## config.mk

```make
export PLATFORM = sky130hd
export DESIGN_NAME = tick_reload_timer
export DESIGN_NICKNAME = d
export VERILOG_FILES = /design/src/rtl/tmr_pkg.sv /design/src/rtl/tmr_regs.sv /design/src/rtl/tmr_prescaler.sv /design/src/rtl/tmr_counter.sv /design/src/rtl/tick_reload_timer.sv
export SDC_FILE = /design/constraint.sdc
export NUM_CORES = 1
export LEC_CHECK = 0
export BUFFER_PORTS_ARGS = -buffer_cell sky130_fd_sc_hd__buf_2
export CAP_MARGIN = 20
export CORE_ASPECT_RATIO = 1.1
export CORE_MARGIN = 2
export CORE_UTILIZATION = 26
export DETAILED_ROUTE_END_ITERATION = 8
export PLACE_DENSITY = 0.51
export SETUP_SLACK_MARGIN = 0.1
export SLEW_MARGIN = 20
export SYNTH_ARGS = -nofsm -noshare
export SYNTH_HDL_FRONTEND = slang
export SYNTH_SLANG_ARGS = --single-unit
```

## constraint.sdc

```tcl
create_clock -name clk -period 3.2 [get_ports clk]
set_input_delay 0.64 -clock clk [delete_from_list [all_inputs] [get_ports clk]]
set_output_delay 0.64 -clock clk [all_outputs]
set_load 0.01 [all_outputs]
```

## src/rtl/tmr_pkg.sv

```systemverilog
package tmr_pkg;
  localparam int ADDR_W = 8;
  localparam int DATA_W = 32;
  localparam int CNT_W  = 16;

  localparam logic [ADDR_W-1:0] OFF_CTRL   = 8'h00;
  localparam logic [ADDR_W-1:0] OFF_RELOAD = 8'h08;
  localparam logic [ADDR_W-1:0] OFF_COUNT  = 8'h0C;

  localparam int BIT_SOFTRST = 31;
  localparam int BIT_ENABLE  = 0;

  typedef enum logic [1:0] {
    SEL_NONE,
    SEL_CTRL,
    SEL_RELOAD,
    SEL_COUNT
  } reg_sel_e;

  // Word accesses only: any offset with low bits set is unmapped.
  function automatic reg_sel_e decode_addr(input logic [ADDR_W-1:0] a);
    reg_sel_e s;
    s = SEL_NONE;
    if (a[1:0] == 2'b00) begin
      case (a)
        OFF_CTRL:   s = SEL_CTRL;
        OFF_RELOAD: s = SEL_RELOAD;
        OFF_COUNT:  s = SEL_COUNT;
        default:    s = SEL_NONE;
      endcase
    end
    return s;
  endfunction

  // Count value after one tick.
  function automatic logic [CNT_W-1:0] step_count(input logic [CNT_W-1:0] cur,
                                                  input logic [CNT_W-1:0] rel);
    return (cur == '0) ? rel : cur - 1'b1;
  endfunction
endpackage

```

## src/rtl/tmr_regs.sv

```systemverilog
module tmr_regs
  import tmr_pkg::*;
(
  input  logic              clk,
  input  logic              rst,
  input  logic              bus_valid,
  input  logic              bus_write,
  input  logic [ADDR_W-1:0] bus_addr,
  input  logic [DATA_W-1:0] bus_wdata,
  input  logic [CNT_W-1:0]  count_i,
  output logic [DATA_W-1:0] bus_rdata,
  output logic              run_o,
  output logic              soft_clr_o,
  output logic              load_o,
  output logic [CNT_W-1:0]  load_val_o,
  output logic [CNT_W-1:0]  reload_o
);
  reg_sel_e          sel;
  logic              wr_en;
  logic              ctrl_wr;
  logic              start_ev;
  logic [DATA_W-1:0] ctrl_q;
  logic [CNT_W-1:0]  reload_q;
  logic              run_q;

  assign sel        = decode_addr(bus_addr);
  assign wr_en      = bus_valid && bus_write;
  assign ctrl_wr    = wr_en && (sel == SEL_CTRL);
  assign soft_clr_o = ctrl_wr && bus_wdata[BIT_SOFTRST];
  assign start_ev   = ctrl_wr && !bus_wdata[BIT_SOFTRST] && bus_wdata[BIT_ENABLE];
  assign load_o     = wr_en && (sel == SEL_RELOAD) && !soft_clr_o;
  assign load_val_o = bus_wdata[CNT_W-1:0];

  always_ff @(posedge clk) begin
    if (rst || soft_clr_o) begin
      ctrl_q   <= '0;
      reload_q <= '0;
      run_q    <= 1'b0;
    end else begin
      if (ctrl_wr)  ctrl_q   <= bus_wdata;
      if (start_ev) run_q    <= 1'b1;
      if (load_o)   reload_q <= load_val_o;
    end
  end

  always_comb begin
    bus_rdata = '0;
    if (bus_valid && !bus_write) begin
      case (sel)
        SEL_CTRL:   bus_rdata = ctrl_q;
        SEL_RELOAD: bus_rdata = {{(DATA_W-CNT_W){1'b0}}, reload_q};
        SEL_COUNT:  bus_rdata = {{(DATA_W-CNT_W){1'b0}}, count_i};
        default:    bus_rdata = '0;
      endcase
    end
  end

  assign run_o    = run_q;
  assign reload_o = reload_q;

  AST_SOFT_CLEARS: assert property (@(posedge clk) disable iff (rst)
    soft_clr_o |=> (ctrl_q == '0) && (reload_q == '0) && !run_q) else $error("soft clear");
  AST_RUN_STICKY: assert property (@(posedge clk) disable iff (rst)
    run_q && !soft_clr_o |=> run_q) else $error("run dropped");
  AST_CTRL_STORED: assert property (@(posedge clk) disable iff (rst)
    ctrl_wr && !bus_wdata[BIT_SOFTRST] |=> ctrl_q == $past(bus_wdata)) else $error("ctrl store");
endmodule

```

## src/rtl/tmr_prescaler.sv

```systemverilog
module tmr_prescaler #(
  parameter int DIV = 100
) (
  input  logic clk,
  input  logic rst,
  input  logic run_i,
  input  logic clr_i,
  output logic tick_o
);
  generate
    if (DIV <= 1) begin : g_pass
      assign tick_o = run_i && !clr_i;
    end else begin : g_div
      localparam int PW = $clog2(DIV);
      localparam logic [PW-1:0] LAST = PW'(DIV - 1);
      logic [PW-1:0] presc_q;

      always_ff @(posedge clk) begin
        if (rst || !run_i || clr_i) presc_q <= '0;
        else if (presc_q == LAST)   presc_q <= '0;
        else                        presc_q <= presc_q + 1'b1;
      end

      assign tick_o = run_i && (presc_q == LAST);

      AST_START_PHASE: assert property (@(posedge clk) disable iff (rst)
        $rose(run_i) |-> presc_q == '0) else $error("phase");
      AST_TICK_SPACING: assert property (@(posedge clk) disable iff (rst)
        tick_o |=> !tick_o) else $error("spacing");
    end
  endgenerate
endmodule

```

## src/rtl/tmr_counter.sv

```systemverilog
module tmr_counter
  import tmr_pkg::*;
(
  input  logic             clk,
  input  logic             rst,
  input  logic             clr_i,
  input  logic             load_i,
  input  logic [CNT_W-1:0] load_val_i,
  input  logic             tick_i,
  input  logic [CNT_W-1:0] reload_i,
  output logic [CNT_W-1:0] count_o
);
  logic [CNT_W-1:0] cnt_q;

  always_ff @(posedge clk) begin
    if (rst || clr_i)  cnt_q <= '0;
    else if (load_i)   cnt_q <= load_val_i;
    else if (tick_i)   cnt_q <= step_count(cnt_q, reload_i);
  end

  assign count_o = cnt_q;

  AST_HOLD_IDLE: assert property (@(posedge clk) disable iff (rst)
    !tick_i && !load_i && !clr_i |=> $stable(cnt_q)) else $error("hold");
  AST_DECREMENT: assert property (@(posedge clk) disable iff (rst)
    tick_i && !load_i && !clr_i && (cnt_q != '0) |=> cnt_q == $past(cnt_q) - 1'b1) else $error("dec");
  AST_WRAP_RELOAD: assert property (@(posedge clk) disable iff (rst)
    tick_i && !load_i && !clr_i && (cnt_q == '0) |=> cnt_q == $past(reload_i)) else $error("wrap");
  AST_LOAD_NOW: assert property (@(posedge clk) disable iff (rst)
    load_i && !clr_i |=> cnt_q == $past(load_val_i)) else $error("load");
endmodule

```

## src/rtl/tick_reload_timer.sv

```systemverilog
module tick_reload_timer
  import tmr_pkg::*;
#(
  parameter int CLK_DIV = 100
) (
  input  logic              clk,
  input  logic              rst,
  input  logic              bus_valid,
  input  logic              bus_write,
  input  logic [ADDR_W-1:0] bus_addr,
  input  logic [DATA_W-1:0] bus_wdata,
  output logic [DATA_W-1:0] bus_rdata
);
  logic             run;
  logic             soft_clr;
  logic             load;
  logic [CNT_W-1:0] load_val;
  logic [CNT_W-1:0] reload;
  logic [CNT_W-1:0] count;
  logic             tick;

  tmr_regs u_regs (
    .clk        (clk),
    .rst        (rst),
    .bus_valid  (bus_valid),
    .bus_write  (bus_write),
    .bus_addr   (bus_addr),
    .bus_wdata  (bus_wdata),
    .count_i    (count),
    .bus_rdata  (bus_rdata),
    .run_o      (run),
    .soft_clr_o (soft_clr),
    .load_o     (load),
    .load_val_o (load_val),
    .reload_o   (reload)
  );

  tmr_prescaler #(.DIV(CLK_DIV)) u_presc (
    .clk    (clk),
    .rst    (rst),
    .run_i  (run),
    .clr_i  (soft_clr),
    .tick_o (tick)
  );

  tmr_counter u_cnt (
    .clk        (clk),
    .rst        (rst),
    .clr_i      (soft_clr),
    .load_i     (load),
    .load_val_i (load_val),
    .tick_i     (tick),
    .reload_i   (reload),
    .count_o    (count)
  );

  AST_STOPPED_NO_TICK: assert property (@(posedge clk) disable iff (rst)
    !run |-> !tick) else $error("tick while stopped");
endmodule

```

; ---- After elaboration in Yosys (flattened, before gate mapping)
; Index checks and enable logic that the tools add are counted.
[classes]
n_addsub = 2
eq_ne = 6
n_mux = 7
reduce_logical = 21
[op_table]
columns = op, n
row1 = $pmux W32 S3, 1
row2 = $mux W16, 3
row3 = $mux W32, 1
row4 = $eq A8 B4 Y1 const B, 2
row5 = $logic_not A16 Y1, 1
row6 = $sub A16 B1 Y16 const B, 1
row7 = $logic_and A1 B1 Y1, 9
row8 = $logic_not A8 Y1, 1
row9 = $add A7 B1 Y7 const B, 1
row10 = $eq A7 B7 Y1 const B, 1
row11 = $pmux W2 S3, 1
row12 = $eq A2 B2 Y1 const B, 2
row13 = $logic_not A1 Y1, 4
row14 = $logic_or A1 B1 Y1, 3
row15 = $eq A2 B1 Y1 const B, 1
row16 = $logic_not A2 Y1, 1
row17 = $mux W2, 1
row18 = $reduce_bool A2 Y1, 1
row19 = $reduce_or A2 Y1, 1
[word_totals]
reg_bits = 72
inputBits = 44
out_inout_bits = 32
wordCells = 41

; ---- Logic depth before layout (Yosys ltp)
; Gate-level depths: netlist of the first run.
[depth]
depth_word = 9
depth_mapped = 9
mapped_depth_nobuf = 7

; ---- By module
; A second synthesis of the first run with hierarchy kept.
[unflattened]
cells_unflattened = 450
area_unflattened_um2 = 4066.4
[modules_own_cells]
columns = module, n_inst, cells_each, area_per_inst_um2
row1 = tmr_regs, 1, 257, 2486.1
row2 = tmr_counter, 1, 162, 1291.2
row3 = tmr_prescaler, 1, 31, 289.0

; ---- Worst setup path before layout of the first run
; Ideal clock, no wire load.
[synth_path]
path_type = input to output
from = input port bus_addr[5]
to = output port bus_rdata[10]
arrival_time_ns = 2.245
t_required_ns = 2.560
slack_ns = 0.315
path_stages = 6
n_path_buf = 3
cell_sequence = or4_4 -> buf_6 -> or4_4 -> buf_6 -> buf_8 -> nor2_1
[synth_between]
elab_chain_len = 6
word_cells_on_any_way = 10
classes_between = eq/ne: 5 / mux: 4 / reduce/logical: 1
[synth_lines]
columns = element, line
row1 = from (decl), tick_reload_timer.sv:10  ; input logic [ADDR_W-1:0] bus_addr,
row2 = $eq A8 B4 Y1 or $logic_not A8 Y1 (tied branches), tmr_pkg.sv:25  ; case (a)
row3 = $pmux W2 S3 *, tmr_pkg.sv:25
row4 = $mux W2 *, tmr_pkg.sv:24  ; if (a[1:0] == 2'b00) begin
row5 = $eq A2 B2 Y1 or $eq A2 B1 Y1 (tied branches), tmr_regs.sv:49  ; case (sel)
row6 = $pmux W32 S3 *, tmr_regs.sv:49
row7 = $mux W32 *, tmr_regs.sv:48  ; if (bus_valid && !bus_write) begin
row8 = to (decl), tick_reload_timer.sv:12  ; output logic [DATA_W-1:0] bus_rdata
; Every way passes the cells marked *; elsewhere a longest branch is shown, timed or not.

; ---- Worst setup path in the final report of the first run
[layout_path]
from = input port bus_addr[5]
to = output port bus_rdata[7]
; The elaborated chain is that of the path after synthesis.

==> impl_metrics.ini, run 1 <==
[worst_setup_path]
max_stage_delay_ps = 680
worstPathArrival_ps = 2320
cp.required_ps = 2560
criticalPathCategory = input pin to output port
start_kind = input pin
setup.worst_path.start = bus_addr[5]
endpoint_kind = output port
path_cells = buf_2, or4_4, or4_4, nor2_1, buf_2
cp_max_fo = 16
crit_path_top_delay_cell = or4_4
worstReg2RegStart = u_cnt.count_o[0]

[synth]
ys_types = 56
async_flop_share_pct = 0
syn-num-nets = 555
avgSynthCellArea_um2 = 7.58
yosysWarnings = 0
synth-seq-cells = 72
synth_area_mm2 = 0.00385
synthFlopType = dfxtp_1
netlist_instances = 508
seq_area_frac_synth_pct = 37.4
synth_edf_count = 0

[die]
fp.dieH_um = 132
die_w_um = 120
die-area_mm2 = 0.0158
rows = 46
ios = 76
core_mm2 = 0.0144
start_util_pct = 26.6

[global_route]
grt_pass1_vias = 3654
grt_max_degree = 32
grt_first_pass_wirelength_um = 18700
grt.total_usage_pct = 14.8
grt_overflow_total = 0
grt_antenna_before_repair = 1

[pwr]
ir_drop_v = 0.000265
p_leak_nw = 1.74
finalPower_w = 0.00198
pwr_density_cell_mw_per_mm2 = 425

[sta]
period_needed_ps = 2960
hold_ws_ps = 443
hold_viol_final = 0
timing.fmax_ghz = 0.338
finalClockSkew_ps = 7.28
drv_slew = 0
worst_slew_pin_slew_ps = 832
rsz0062_at_grt = no
setup-violations-final = 0
slew_headroom_pct = 44.1
setup_ws_ps = 239
setup_tns_ps = 0
period_share_pct = 92.5

[layout]
area_growth_pct = 21.2
drive_above_1_share_pct = 20.6
n_fill_cell = 1543
nets = 614
final_core_util_pct = 32.3

[detailed_routing]
drc = 0
wl_um = 11800
drtAntennaViolNets = 0
vias_per_cell = 4.91
post_drt_wl_per_cell_um = 15.4
vias = 3755
first_pass_iters = 4
drt_iter0_markers = 190

[cts]
clk_latency_ps = 330
cts_buffer_depth = 2
h-tree-depth = 3
cts.sinks = 72
cts_inserted_buffers = 9
cts_resized = 0
cts_setup_buffers = 0
cts_tree = done
cts_hold_buf = 0
clockRootBuffer = clkbuf_16
path_clk_slew_ps = 60

[run]
maxCapViolations = 0

[hold_path]
hp-start = u_presc.g_div.presc_q[0]
hp-class = flop to flop

[placed_design]
hpwl_um = 8300
port_buffers = 75
routabilityCongestion = 0.839
post-place-ws_ps = 147

[outcome]
status = finished, final reports clean
[metrics by stage]
| stage | area (um2) | instances |
|---|---|---|
| 2_1_floorplan | 3850 | 508 |
| 3_3_place_gp | 4370 | 748 |
| 3_5_place_dp | 4370 | 748 |
| 4_1_cts | 4660 | 764 |
| 5_1_grt | 4660 | 764 |
| 6_report | 4670 | 765 |
[layout by cell type (no fill, tap or decap), types with 2 or more instances in the layout]
cell | netlist | layout
clkbuf_16 | 0 | 9
o21ai_0 | 14 | 14
nor3b_1 | 2 | 2
clkinv_2 | 0 | 3
nor3_1 | 8 | 7
a32oi_1 | 2 | 2
a21o_1 | 4 | 4
nand4_1 | 6 | 6
ha_1 | 3 | 3
mux2i_1 | 16 | 16
o211ai_1 | 6 | 6
xnor2_1 | 5 | 5
and2_1 | 19 | 19
nor4_1 | 6 | 6
a21oi_1 | 88 | 88
or4b_1 | 2 | 2
inv_1 | 5 | 5
o221ai_1 | 4 | 4
or4_1 | 3 | 3
dfxtp_1 | 72 | 72
nand2_1 | 103 | 103
or4_4 | 3 | 3
buf_2 | 16 | 75
and4_1 | 2 | 2
o31ai_1 | 2 | 2
a22oi_1 | 2 | 2
a31oi_1 | 2 | 2
or3_1 | 3 | 3
nor4_4 | 2 | 2
xor2_1 | 2 | 2
nor2_1 | 48 | 48
nand3_1 | 8 | 8
o2111ai_1 | 2 | 2
nor2b_1 | 3 | 3
buf_4 | 1 | 13
o21a_1 | 3 | 3
[critical path, delay by kind of cell]
family | cells | cell delay [ps]
buffers and inverters | 2 | 240
and+or+nand+nor | 3 | 1430
[cell type report]
type,count,area [um2],area share (%)
diodes,1,2.50,0.0536
clock inverters,7,70.1,1.50
well taps,192,240,5.15
multi-input cells,390,2180,46.6
flip-flops and latches,72,1440,30.9
clock buffers,9,225,4.83
repair buffers,89,493,10.6
inverters,5,18.8,0.402
[Yosys cell counts, types with 2 or more instances]
cell / count / area, um2
nand4_1: 6 / 37.5
nor4_1: 6 / 37.5
nand2_1: 103 / 387
a22oi_1: 2 / 15.0
nor3_1: 8 / 40.0
buf_6: 4 / 45.0
inv_1: 5 / 18.8
or4b_1: 2 / 20.0
or3_1: 3 / 18.8
nand3_1: 8 / 40.0
o21ai_0: 14 / 70.1
nor3b_1: 2 / 15.0
a31oi_1: 2 / 12.5
o221ai_1: 4 / 35.0
and4_1: 2 / 17.5
nor2b_1: 3 / 18.8
o2111ai_1: 2 / 17.5
ha_1: 3 / 37.5
o21a_1: 3 / 22.5
a32oi_1: 2 / 17.5
clkbuf_1: 17 / 63.8
buf_2: 16 / 80.1
and2_1: 19 / 119
or4_4: 3 / 33.8
xor2_1: 2 / 17.5
a21oi_1: 88 / 440
a21o_1: 4 / 30.0
dfxtp_1: 72 / 1440
xnor2_1: 5 / 43.8
mux2i_1: 16 / 160
o211ai_1: 6 / 45.0
nor4_4: 2 / 42.5
o31ai_1: 2 / 15.0
nor2_1: 48 / 180
or4_1: 3 / 22.5
[registers in the layout (all words and copies together) (netlist names)]
| signal | cells |
|---|---|
| u_regs.run_o | 1 |
| u_regs.reload_o | 16 |
| u_presc.g_div.presc_q | 7 |
| u_cnt.count_o | 16 |
| u_regs.ctrl_q | 32 |
[kinds of logic (layout without fill, tap and decap cells)]
family | after synthesis | in the layout | synth area share (%)
buffers and inverters | 46 | 110 | 6.21
AO/OA/AOI/OAI | 136 | 136 | 20.3
XOR/XNOR | 7 | 7 | 1.59
flip-flops | 72 | 72 | 37.4
other | 0 | 1 | 0
AND/OR/NAND/NOR | 228 | 228 | 29.3
adder cells (fa/ha/maj) | 3 | 3 | 0.975
multiplexers | 16 | 16 | 4.16
[where the power goes]
| group | internal (W) | switching [W] | leakage [nW] | total (W) |
|---|---|---|---|---|
| combinational | 0.0000348 | 0.0000557 | 1.02 | 0.0000905 |
| clock | 0.000603 | 0.000391 | 0.146 | 0.000994 |
| sequential | 0.000897 | 0.000000664 | 0.580 | 0.000898 |
[worst paths after layout]
| kind | end | slack (ps) | cells after the start |
|---|---|---|---|
| setup / recovery | bus_rdata[7] | 240 | 5 |
| hold / removal | u_presc.g_div.presc_q[0] | 440 | 1 |
| setup reg to reg | u_cnt.count_o[8] | 980 | 7 |
| hold reg to reg | u_presc.g_div.presc_q[0] | 440 | 1 |
[layer usage]
metal	up-vias	share of wire, %	track usage [%]
li1	1893	-	-
met1	1765	42	17.3
met2	86	51	25.9
met3	11	5.6	3.43
met4	0	1.9	6.08
met5	-	0	0
No activity file was read; power rests on OpenSTA's default activity.
==> inputs of run 2 (changes only) <==
--- a/config.mk
+++ b/config.mk
@@ -7,11 +7,13 @@
 export LEC_CHECK = 0
 export BUFFER_PORTS_ARGS = -buffer_cell sky130_fd_sc_hd__buf_2
 export CAP_MARGIN = 20
+export CELL_PAD_IN_SITES_DETAIL_PLACEMENT = 1
+export CELL_PAD_IN_SITES_GLOBAL_PLACEMENT = 1
 export CORE_ASPECT_RATIO = 1.1
 export CORE_MARGIN = 2
 export CORE_UTILIZATION = 26
 export DETAILED_ROUTE_END_ITERATION = 8
-export PLACE_DENSITY = 0.51
+export PLACE_DENSITY = 0.63
 export SETUP_SLACK_MARGIN = 0.1
 export SLEW_MARGIN = 20
 export SYNTH_ARGS = -nofsm -noshare
==> impl_metrics.ini, run 2 (synthesis gave the netlist of run 1 again) <==
[worst_setup_path]
criticalPathCategory = input pin to output port
cp_max_fo = 9
start_kind = input pin
crit_path_top_delay_cell = or4_4
max_stage_delay_ps = 600
cp.required_ps = 2560
path_cells = buf_2, or4_4, nor4_4, and2b_1, buf_4, and2_1, buf_2
endpoint_kind = output port
worstPathArrival_ps = 2330
crit_top_cell = buf_2
rr_worst_depth = 8

[pwr]
pwr_density_cell_mw_per_mm2 = 408
comb_power_share_pct = 5.1
pwr-share-clk_pct = 47.8
p_sw_w = 0.000452
ir_drop_v = 0.000213
p_int_w = 0.00145
p_leak_nw = 1.76
swShare_pct = 23.7
seq_power_share_pct = 47.1

[layout]
multi_input_area_mm2 = 0.00217
final-seq-area_mm2 = 0.00144
drive_above_1_share_pct = 21.0
stdcell_count = 769
area_growth_pct = 21.3
diodes = 0
n_fill_cell = 1769
final_common_cell = nand2_1
layout.cells.most_common_list = nand2_1 (103), a21oi_1 (88), buf_2 (75), dfxtp_1 (72), nor2_1 (48)
nets = 619
largest_register = u_regs.ctrl_q
largest_register_ff_count = 32

[cts]
cts.sinks = 72
cts_buffer_depth = 2
cts_resized = 0
cts_tree = done
cts_setup_buffers = 0
h-tree-depth = 3
cts_inserted_buffers = 9
clockRootBuffer = clkbuf_16
path_clk_slew_ps = 60
cts_hold_buf = 0
clk_latency_ps = 330

[global_route]
grt_first_pass_wirelength_um = 21300
grt_overflow_total = 0
grt_pass1_vias = 4138
grt.total_usage_pct = 16.8
grt_max_degree = 30
grt_antenna_before_repair = 0

[die]
core_mm2 = 0.0144
ios = 76
fp.dieH_um = 132
die_w_um = 120
start_util_pct = 26.6
die-area_mm2 = 0.0158
rows = 46

[sta]
drv_slew = 0
setup-violations-final = 0
worst_slew_pin_slew_ps = 903
finalClockSkew_ps = 9.67
period_needed_ps = 2970
hold_viol_final = 0
timing.fmax_ghz = 0.337
rsz0062_at_grt = no
period_share_pct = 92.8
slew_headroom_pct = 39.3
setup_tns_ps = 0

[placed_design]
port_buffers = 75
dpl.cell_count = 753
routabilityCongestion = 0.880
hpwl_um = 9280

[outcome]
status = finished, final reports clean

[hold_path]
whs_path_depth = 1
hp-class = flop to flop

[detailed_routing]
vias = 3803
post_drt_wl_per_cell_um = 16.8
first_pass_iters = 4
vias_per_cell = 4.95
drc = 0
wl_um = 12900
drtAntennaViolNets = 0
drt_iter0_markers = 128

[run]
maxCapViolations = 0
-- run 2: power by group through the flow --
| stage | sequential [W] | combinational (W) | clock (W) |
|---|---|---|---|
| global route | 0.000897 | 0.000107 | 0.000975 |
| global placement | 0.000917 | 0.0000967 | 0 |
| floorplan | 0.000917 | 0.0000436 | 0 |
| CTS | 0.000897 | 0.0000987 | 0.000941 |
| finish | 0.000898 | 0.0000970 | 0.000912 |
| detailed placement | 0.000917 | 0.0000982 | 0 |
-- run 2: final timing paths --
kind	startpoint	end	slack, ps
setup / recovery	bus_addr[5]	bus_rdata[16]	230
hold / removal	u_presc.g_div.presc_q[0]	u_presc.g_div.presc_q[0]	440
setup reg to reg	u_cnt.count_o[0]	u_cnt.count_o[2]	920
hold reg to reg	u_presc.g_div.presc_q[0]	u_presc.g_div.presc_q[0]	440
-- run 2: cell type report --
cell class                      instances  share of cell area [%]
Clock buffer                           10                    4.90
Multi-Input combinational cell        390                    46.6
Clock inverter                          6                   0.777
Timing Repair Buffer                   94                    11.4
Sequential cell                        72                    30.9
Inverter                                5                   0.402
Tap cell                              192                    5.14
-- run 2: critical path, delay by kind of cell --
kind	cells	cell delay (ps)
buf+inv	3	370
simple gates	4	1300
-- run 2: per-stage QoR --
stage               setup WS [ps]  instance area [um2]  total power, W  hold WS [ps]  utilization [%]
floorplan                     315                 3850        0.000961           413                -
global placement              231                 4410         0.00101           422             30.5
detailed placement            217                 4410         0.00102           439             30.5
CTS                           190                 4670         0.00194           448             32.3
global route                  113                 4670         0.00198           467             32.3
finish                        229                 4670         0.00191           442             32.3
-- run 2: per-layer routing --
metal	global-route usage (%)	routed length (um)
met1	19.6	5630
met4	4.90	143
met2	31.1	6790
met3	2.78	362
met5	0	0
==> inputs of run 3 (changes only) <==
--- a/config.mk
+++ b/config.mk
@@ -5,6 +5,7 @@
 export SDC_FILE = /design/constraint.sdc
 export NUM_CORES = 1
 export LEC_CHECK = 0
+export ABC_AREA = 1
 export BUFFER_PORTS_ARGS = -buffer_cell sky130_fd_sc_hd__buf_2
 export CAP_MARGIN = 20
 export CELL_PAD_IN_SITES_DETAIL_PLACEMENT = 1
==> impl_metrics.ini, run 3 <==
[outcome]
status = finished, final reports clean

[synth]
syn-num-nets = 694
seq_area_frac_synth_pct = 33.6
yosys.area.top_type_share_pct = 33.6
netlist_instances = 647
yosysWarnings = 0
synth.top_cells.by_count = nand2_1 (193), dfxtp_1 (72), inv_1 (71)
synth-seq-cells = 72
ys_types = 34
synth_area_mm2 = 0.00430
synth_edf_count = 0
synthFlopType = dfxtp_1
post-synth-top-count-cell = nand2_1
async_flop_share_pct = 0
yosys.area.top_type = dfxtp_1
synth_area_leaders = dfxtp_1 (34%), nand2_1 (17%), inv_1 (6.2%)
avgSynthCellArea_um2 = 6.64

[pwr]
swShare_pct = 24.0
p_leak_nw = 2.29
pwr_density_cell_mw_per_mm2 = 384
finalPower_w = 0.00194
p_int_w = 0.00147
comb_power_share_pct = 5.1
p_sw_w = 0.000465
ir_drop_v = 0.000172
pwr-share-clk_pct = 48.6
seq_power_share_pct = 46.3

[sta]
finalClockSkew_ps = 4.63
period_needed_ps = 2790
drv_slew = 0
worst_slew_pin_slew_ps = 687
timing.fmax_ghz = 0.358
period_share_pct = 87.3
slew_headroom_pct = 54.0
setup_tns_ps = 0
hold_ws_ps = 449
hold_viol_final = 0
setup-violations-final = 0
rsz0062_at_grt = no

[global_route]
grt_max_degree = 48
grt_overflow_total = 0
grt_antenna_before_repair = 0
grt.total_usage_pct = 16.7
grt_first_pass_wirelength_um = 23800
grt_pass1_vias = 4684

[layout]
largest_register_ff_count = 32
area_growth_pct = 17.6
diodes = 0
nets = 758
final_core_util_pct = 31.1
final_common_cell = nand2_1
largest_register = u_regs.ctrl_q
stdcell_count = 920
layout.cells.most_common_list = nand2_1 (193), buf_2 (75), dfxtp_1 (72), inv_1 (71), nor2_1 (60)
drive_above_1_share_pct = 24.2

[worst_setup_path]
start_kind = input pin
cp-endpoint = bus_rdata[15]
criticalPathCategory = input pin to output port
cp_max_fo = 10
setup.worst_path.start = bus_addr[5]
rrSetupSlack_ps = 1260
worstReg2RegStart = u_cnt.count_o[0]
cp.required_ps = 2560
worstPathArrival_ps = 2150
endpoint_kind = output port
rr_worst_depth = 8
r2r_end = u_cnt.count_o[15]

[die]
die-area_mm2 = 0.0176
ios = 76
rows = 49
core_mm2 = 0.0162
die_w_um = 127
start_util_pct = 26.4
fp.dieH_um = 139

[detailed_routing]
drc = 0
wl_um = 14300
drt_iter0_markers = 180
first_pass_iters = 4
drtAntennaViolNets = 0
post_drt_wl_per_cell_um = 15.5
vias_per_cell = 4.78
vias = 4394

[cts]
path_clk_slew_ps = 60
cts_inserted_buffers = 9
cts_setup_buffers = 0
cts_tree = done
h-tree-depth = 3
cts.sinks = 72
cts_resized = 0
cts_buffer_depth = 2
cts_hold_buf = 0
clockRootBuffer = clkbuf_16
clk_latency_ps = 330

[hold_path]
hp-class = flop to flop
whs_path_depth = 2
hp-start = u_regs.ctrl_q[31]

[run]
maxCapViolations = 0

[placed_design]
routabilityCongestion = 0.880
dpl.cell_count = 904
hpwl_um = 10600
port_buffers = 75
## run 3: final cells by class
| class | count | area (um2) |
|---|---|---|
| clock buffer | 11 | 243 |
| fill | 2068 | 11200 |
| clock inverter | 5 | 32.5 |
| tap | 204 | 255 |
| multi-input combinational | 470 | 2340 |
| sequential | 72 | 1440 |
| inverter | 75 | 287 |
| timing repair buffer | 83 | 448 |
## run 3: worst min-delay path by stage
| stage | slack, ps | end |
|---|---|---|
| after floorplan | 420 | u_presc.g_div.presc_q[0] |
| after global placement | 430 | u_presc.g_div.presc_q[0] |
| after detailed placement | 440 | u_regs.ctrl_q[31] |
| after CTS | 450 | u_regs.ctrl_q[31] |
| after global routing | 480 | u_regs.ctrl_q[31] |
| final | 450 | u_regs.ctrl_q[31] |
## run 3: power groups by stage
stage | registers (W) | logic (W) | clock network, W
6_report | 0.000898 | 0.0000979 | 0.000942
2_1_floorplan | 0.000917 | 0.0000479 | 0
3_5_place_dp | 0.000917 | 0.0000986 | 0
5_1_grt | 0.000897 | 0.000107 | 0.00101
4_1_cts | 0.000897 | 0.0000994 | 0.000971
3_3_place_gp | 0.000917 | 0.0000980 | 0
## run 3: stage by stage
| step | cell area [um2] | setup WS (ps) |
|---|---|---|
| finish | 5050 | 407 |
| global placement | 4780 | 420 |
| global route | 5050 | 268 |
| CTS | 5050 | 394 |
| detailed placement | 4780 | 404 |
| floorplan | 4300 | 953 |
## run 3: metal layers
layer  track usage [%]  vias up  part of all wire, %
met5                 0        -                    0
met4              5.38        0                  2.0
met3              3.24       16                  4.3
met2              28.3       99                   49
met1              21.2     2082                   45
li1                  -     2197                    -
## run 3: kinds of logic after synthesis
kind of cell    count (synthesis)  share of synthesized area, %
compound gates                105                          15.6
xor+xnor                        6                          1.22
fa+ha+maj                       3                         0.874
buf+inv                       105                          11.9
flops                          72                          33.6
simple gates                  356                          36.9
## run 3: worst max-delay path: stages
cell	delay [ps]
buf_2	90
nor2_1	120
nand3_2	140
inv_1	150
nand4_2	280
inv_1	200
nand2_1	70
a31oi_1	260
buf_2	200
